$ cat config.mk
export PLATFORM = sky130hd
export DESIGN_NAME = smp_fifo_ovf_bank
export DESIGN_NICKNAME = d
export VERILOG_FILES = /design/src/rtl/ovf_bank_pkg.sv /design/src/rtl/sample_fifo.sv /design/src/rtl/ovf_status_reg.sv /design/src/rtl/smp_fifo_ovf_bank.sv
export SDC_FILE = /design/constraint.sdc
export NUM_CORES = 1
export LEC_CHECK = 0
export ABC_AREA = 1
export CAP_MARGIN = 40
export CORE_ASPECT_RATIO = 1.75
export CORE_MARGIN = 1.5
export CORE_UTILIZATION = 61
export CTS_CLUSTER_DIAMETER = 150
export CTS_CLUSTER_SIZE = 20
export DETAILED_ROUTE_END_ITERATION = 10
export DONT_BUFFER_PORTS = 1
export PLACE_DENSITY = 0.77
export SYNTH_ARGS = -nofsm -noshare
export SYNTH_HDL_FRONTEND = slang
export SYNTH_HIERARCHICAL = 1
export SYNTH_SLANG_ARGS = --single-unit
$ cat constraint.sdc
create_clock -name clk -period 3.8 [get_ports clk]
set_clock_uncertainty 0.15 [all_clocks]
set_input_delay 0.57 -clock clk [delete_from_list [all_inputs] [get_ports clk]]
set_output_delay 0.57 -clock clk [all_outputs]
set_load 0.005 [all_outputs]
$ cat src/rtl/ovf_bank_pkg.sv
package ovf_bank_pkg;
   localparam int unsigned STATUS_WORD_W = 32;
   localparam int unsigned STATUS_OFS_DEF = 'h10;

   typedef logic [STATUS_WORD_W-1:0] status_word_t;

   function automatic int unsigned ptr_bits(input int unsigned depth);
      return (depth > 1) ? $clog2(depth) : 1;
   endfunction
endpackage

$ cat src/rtl/sample_fifo.sv
module sample_fifo #(
   parameter int unsigned DEPTH = 8,
   parameter int unsigned WIDTH = 10
) (
   input  logic             clk,
   input  logic             rst_n,
   input  logic             wr_en,
   input  logic [WIDTH-1:0] wr_data,
   input  logic             rd_en,
   output logic [WIDTH-1:0] rd_data,
   output logic             empty,
   output logic             full,
   output logic             ovf_pulse
);
   localparam int unsigned AW = ovf_bank_pkg::ptr_bits(DEPTH);
   localparam int unsigned CW = $clog2(DEPTH + 1);
   localparam logic [AW-1:0] LAST = AW'(DEPTH - 1);
   localparam logic [CW-1:0] FULL_LVL = CW'(DEPTH);

   if (DEPTH < 2) begin : g_bad_depth
      $error("sample_fifo: DEPTH must be at least 2");
   end
   if (WIDTH < 1) begin : g_bad_width
      $error("sample_fifo: WIDTH must be at least 1");
   end

   logic [WIDTH-1:0] mem [DEPTH];
   logic [AW-1:0]    wp_q, rp_q;
   logic [CW-1:0]    lvl_q, lvl_n;
   logic             full_q, empty_q;
   logic             do_rd, do_wr;

   assign do_rd     = rd_en && !empty_q;
   assign do_wr     = wr_en && (!full_q || do_rd);
   assign ovf_pulse = wr_en && !do_wr;

   always_comb begin
      lvl_n = lvl_q;
      case ({do_wr, do_rd})
         2'b10:   lvl_n = lvl_q + CW'(1);
         2'b01:   lvl_n = lvl_q - CW'(1);
         default: lvl_n = lvl_q;
      endcase
   end

   always_ff @(posedge clk or negedge rst_n) begin
      if (!rst_n) begin
         wp_q    <= '0;
         rp_q    <= '0;
         lvl_q   <= '0;
         full_q  <= 1'b0;
         empty_q <= 1'b1;
      end else begin
         if (do_wr) wp_q <= (wp_q == LAST) ? '0 : wp_q + AW'(1);
         if (do_rd) rp_q <= (rp_q == LAST) ? '0 : rp_q + AW'(1);
         lvl_q   <= lvl_n;
         full_q  <= (lvl_n == FULL_LVL);
         empty_q <= (lvl_n == '0);
      end
   end

   always_ff @(posedge clk) begin
      if (do_wr) mem[wp_q] <= wr_data;
   end

   assign rd_data = mem[rp_q];
   assign empty   = empty_q;
   assign full    = full_q;

   // a refused write leaves the fill level untouched
   p_drop_keeps_level_r3: assert property (@(posedge clk) disable iff (!rst_n)
      (wr_en && full_q && !rd_en) |=> $stable(lvl_q) && full_q);
   // read and write together on a full FIFO keep it full
   p_rw_full_stays_r4: assert property (@(posedge clk) disable iff (!rst_n)
      (wr_en && rd_en && full_q) |=> full_q);
   // the two level flags never hold together
   p_full_empty_excl_r2: assert property (@(posedge clk) disable iff (!rst_n)
      !(full_q && empty_q));
   // a read of an empty FIFO without a write leaves it empty
   p_empty_read_ignored_r10: assert property (@(posedge clk) disable iff (!rst_n)
      (rd_en && !wr_en && empty_q) |=> empty_q);
endmodule

$ cat src/rtl/ovf_status_reg.sv
module ovf_status_reg #(
   parameter int unsigned NUM = 4
) (
   input  logic           clk,
   input  logic           rst_n,
   input  logic [NUM-1:0] set_i,
   input  logic [NUM-1:0] clr_i,
   output logic [NUM-1:0] flags_o
);
   if (NUM < 1) begin : g_bad_num
      $error("ovf_status_reg: NUM must be at least 1");
   end

   logic [NUM-1:0] flag_q;

   for (genvar b = 0; b < NUM; b++) begin : g_bit
      always_ff @(posedge clk or negedge rst_n) begin
         if (!rst_n)          flag_q[b] <= 1'b0;
         else if (set_i[b])   flag_q[b] <= 1'b1;
         else if (clr_i[b])   flag_q[b] <= 1'b0;
      end

      // an overflow event shows in the flag next cycle
      p_set_seen_r3: assert property (@(posedge clk) disable iff (!rst_n)
         set_i[b] |=> flag_q[b]);
      // a clear without a competing set empties the flag
      p_clear_takes_r6: assert property (@(posedge clk) disable iff (!rst_n)
         (clr_i[b] && !set_i[b]) |=> !flag_q[b]);
      // a set flag persists until a clear
      p_sticky_r8: assert property (@(posedge clk) disable iff (!rst_n)
         (flag_q[b] && !clr_i[b]) |=> flag_q[b]);
      // set beats clear in the same cycle
      p_set_wins_r7: assert property (@(posedge clk) disable iff (!rst_n)
         (clr_i[b] && set_i[b]) |=> flag_q[b]);
   end

   assign flags_o = flag_q;
endmodule

$ cat src/rtl/smp_fifo_ovf_bank.sv
module smp_fifo_ovf_bank #(
   parameter int unsigned NUM_FIFO   = 4,
   parameter int unsigned DEPTH      = 8,
   parameter int unsigned WIDTH      = 10,
   parameter int unsigned ADDR_W     = 8,
   parameter int unsigned STATUS_OFS = ovf_bank_pkg::STATUS_OFS_DEF
) (
   input  logic                      clk,
   input  logic                      rst_n,
   input  logic [NUM_FIFO-1:0]       wr_en,
   input  logic [NUM_FIFO*WIDTH-1:0] wr_data,
   input  logic [NUM_FIFO-1:0]       rd_en,
   output logic [NUM_FIFO*WIDTH-1:0] rd_data,
   output logic [NUM_FIFO-1:0]       empty,
   output logic [NUM_FIFO-1:0]       full,
   input  logic [ADDR_W-1:0]         reg_addr,
   input  logic                      reg_we,
   input  logic [31:0]               reg_wdata,
   output logic [31:0]               reg_rdata
);
   import ovf_bank_pkg::*;

   localparam logic [ADDR_W-1:0] OFS = ADDR_W'(STATUS_OFS);

   if (NUM_FIFO < 1 || NUM_FIFO > STATUS_WORD_W) begin : g_bad_count
      $error("smp_fifo_ovf_bank: NUM_FIFO must fit the status word");
   end
   if (STATUS_OFS >= (1 << ADDR_W)) begin : g_bad_ofs
      $error("smp_fifo_ovf_bank: STATUS_OFS outside address range");
   end

   logic [NUM_FIFO-1:0] ovf_set, ovf_clr, flags;
   logic                hit;

   assign hit = (reg_addr == OFS);

   for (genvar n = 0; n < NUM_FIFO; n++) begin : g_fifo
      sample_fifo #(.DEPTH(DEPTH), .WIDTH(WIDTH)) u_fifo (
         .clk       (clk),
         .rst_n     (rst_n),
         .wr_en     (wr_en[n]),
         .wr_data   (wr_data[n*WIDTH +: WIDTH]),
         .rd_en     (rd_en[n]),
         .rd_data   (rd_data[n*WIDTH +: WIDTH]),
         .empty     (empty[n]),
         .full      (full[n]),
         .ovf_pulse (ovf_set[n])
      );
   end

   assign ovf_clr = (reg_we && hit) ? reg_wdata[NUM_FIFO-1:0] : '0;

   ovf_status_reg #(.NUM(NUM_FIFO)) u_status (
      .clk     (clk),
      .rst_n   (rst_n),
      .set_i   (ovf_set),
      .clr_i   (ovf_clr),
      .flags_o (flags)
   );

   status_word_t word;
   always_comb begin
      word = '0;
      word[NUM_FIFO-1:0] = flags;
   end

   assign reg_rdata = hit ? word : '0;

   // the reserved part of the read word is never driven
   if (NUM_FIFO < STATUS_WORD_W) begin : g_rsv_chk
      always_comb begin
         p_reserved_zero_r9: assert (reg_rdata[31:NUM_FIFO] == '0);
      end
   end
   // a read away from the status address returns zero
   p_other_addr_zero_r5: assert property (@(posedge clk) disable iff (!rst_n)
      !hit |-> (reg_rdata == '0));
endmodule

==> impl_metrics.yaml <==
power_and_ir_drop:
  clkPwrFrac: 0.193
  power.density_nw_per_um2: 698
  total_power_mw: 12.1
  leakagePower_nw: 6.64
  ir_drop_mv: 0.629
  combPwrFrac: 0.346
  power.share.switching: 0.369
  pwr-share-seq: 0.461
  p_switching_mw: 4.46
  internal_power_mw: 7.64
worst_setup_path:
  cp.arrival_ps: 2640
  critPathCapture: "rd_data[12]"
  critPathMaxStageDelay_ps: 880
  end_kind: "output pin"
  worstPathMaxFanout: 22
  rrSetupSlack_ps: 1370
  required_ps: 3080
  rr_startpoint: "g_fifo[1].u_fifo/empty"
  crit_type: "reg2out"
  crit_start: "g_fifo[1].u_fifo/rp_q[1]"
  reg2reg_depth: 11
  critPathLaunchType: "flip-flop"
  r2r_end: "g_fifo[1].u_fifo/empty"
  slowest_stage: "dfrtp_1"
  path_cells: "inv_1 > buf_4 > nor2_1 > o21ai_0 > a31oi_1"
floorplan:
  rows: 78
  core-area_um2: 25900
  num_io_pins: 171
  die-area_um2: 27200
  die_w_um: 125
  start_util: 0.618
  dieHeight_um: 217
sta:
  setup_viol: 0
  finalHoldViolCount: 0
  rsz0062_at_grt: "false"
  fin_crit_sh: 0.883
  max_freq_mhz: 298
  finalSetupTns_ps: 0
  hold_ws_ps: 96.9
  period_minus_slack_ps: 3360
  relSlewSlack: 0.450
  worstMarginPinSlew_ps: 825
  fin_ws_ps: 444
  slew_violations: 0
grt:
  grt_pass1_vias: 10000
  grt_start_max_net_pins: 53
  antenna_found_initial: 1
  grt_pass1_wl_mm: 50.1
  overflow: 0
  grtUsageTotal: 0.235
place:
  place_area_um2: 16300
  io_buffers: 0
  hpwl_mm: 20.3
  placed_cells: 1719
  dp_slack_ps: 1040
  gp_congestion: 0.793
synth:
  syn_area_um2: 16000
  synth_cells: 1419
  synth_top_cell_by_area: "edfxtp_1"
  ys_seq_elements: 372
  synthTopCellsByArea: "edfxtp_1, dfrtp_1, nor2_1, nand2_1, o21ai_0"
  syn_avg_cell_area_um2: 11.3
  netlist.area_leader.share: 0.601
  yosys_warnings: 6
  synth.distinct_cells: 36
  yosysSeqAreaShare: 0.683
detailed_routing:
  via_per_inst: 5.62
  vias: 10100
  ant_nets: 0
  drc_errors: 0
  first_iter_violations: 604
  wl_per_cell_um: 17.8
  wirelength_mm: 32.1
  dr.pass1.iters: 6
cells_and_area:
  drive_above_1_share: 0.0770
  layout_commonest_cell: "edfxtp_1"
  mostFrequentLayoutCells: "edfxtp_1, nor2_1, nand2_1, o21ai_0, inv_1"
  area_delta_synth_final_pct: 8.47
  fin_area_um2: 17300
  nets: 1584
  postLayoutCoreUtil: 0.671
  final_cells: 1802
clocking:
  htree_levels: 1
  clock_latency_ps: 520
  clock_sinks: 372
  clk_pin_slew_ps: 80
  numCtsBuffers: 22
  cts_tree: "yes"
  cts_buffer_depth: 3
  postCtsSetupRepairBufs: 0
  root_buffer: "clkbuf_16"
job:
  cap_violations: 0
status:
  outcome: "finished, final reports clean"
worst_hold_path:
  min_path_type: "in2reg"
[sequential cells by signal (all words and copies together) (netlist names)]
name	cells
g_fifo.u_fifo/mem	320
g_fifo.u_fifo/lvl_q	16
g_fifo.u_fifo/rp_q	12
g_fifo.u_fifo/wp_q	12
g_fifo.u_fifo/empty	4
g_fifo.u_fifo/full	4
u_status/flags_o	4
[worst max-delay path, delay by kind of cell (launching register included)]
kind	cells	cell delay, ps
DFF	1	880
buffers and inverters	2	700
and+or+nand+nor	1	100
AOI/OAI and AO/OA	2	400
[cell families (layout without fill, tap and decap cells)]
kind of cell | Yosys count | count (layout) | synth area share
flops | 372 | 372 | 0.683
compound gates | 277 | 277 | 0.0929
xor+xnor | 8 | 8 | 0.00438
buf+inv | 180 | 215 | 0.0554
simple gates | 553 | 553 | 0.142
other cells | 1 | 29 | 0.000235
fa+ha+maj | 28 | 28 | 0.0219
[layout make-up]
class | count | area (um2)
repair buffers | 82 | 738
well taps | 320 | 400
multi-input cells | 894 | 4290
flip-flops and latches | 372 | 10900
clock inverters | 1 | 8.76
diodes | 1 | 2.50
inverters | 93 | 353
fillers | 1833 | 8520
clock buffers | 39 | 636
[Yosys cell counts (all sizes together)]
| cell | count |
|---|---|
| o211ai | 1 |
| nand2 | 234 |
| buf | 64 |
| nor2 | 276 |
| conb | 1 |
| a21oi | 48 |
| and2 | 3 |
| clkbuf | 23 |
| ha | 28 |
| o21ai | 184 |
| dfrtp | 48 |
| nand3 | 28 |
| xnor2 | 8 |
| o22ai | 4 |
| dfstp | 4 |
| edfxtp | 320 |
| or2 | 12 |
| inv | 90 |
| clkinv | 3 |
| a31oi | 40 |
[layer usage]
metal | part of all wire | vias up | track usage
met4 | 0.037 | 0 | 0.114
met3 | 0.055 | 77 | 0.0337
li1 | - | 4884 | -
met2 | 0.54 | 318 | 0.437
met1 | 0.37 | 4853 | 0.263
met5 | 0 | - | 0
[power groups by stage]
stage / sequential [mW] / clock, mW / combinational, mW
2_1_floorplan: 5.50 / 0 / 3.24
3_3_place_gp: 5.64 / 0 / 3.93
3_5_place_dp: 5.67 / 0 / 4.10
4_1_cts: 5.58 / 2.41 / 4.21
5_1_grt: 5.65 / 2.54 / 4.72
6_report: 5.58 / 2.34 / 4.19
[worst min-delay path by stage]
| stage | end | cells past startpoint | slack (ps) | from |
|---|---|---|---|---|
| after floorplan | g_fifo[0].u_fifo/full | 0 | 120 | rst_n |
| after global placement | g_fifo[1].u_fifo/full | 0 | 130 | rst_n |
| after detailed placement | g_fifo[1].u_fifo/lvl_q[2] | 0 | 130 | rst_n |
| after CTS | u_status/flags_o[3] | 4 | 60 | wr_en[3] |
| after global routing | u_status/flags_o[2] | 4 | 80 | wr_en[2] |
| final | u_status/flags_o[2] | 4 | 100 | wr_en[2] |
[repair_timing]
| action | 4_1_cts | 5_1_grt |
|---|---|---|
| hold buffers | 42 | 0 |
| resized for setup | 0 | 0 |
| endpoints found under the hold margin | 372 | 0 |
Note: power is estimated with default switching activity, not from simulation.
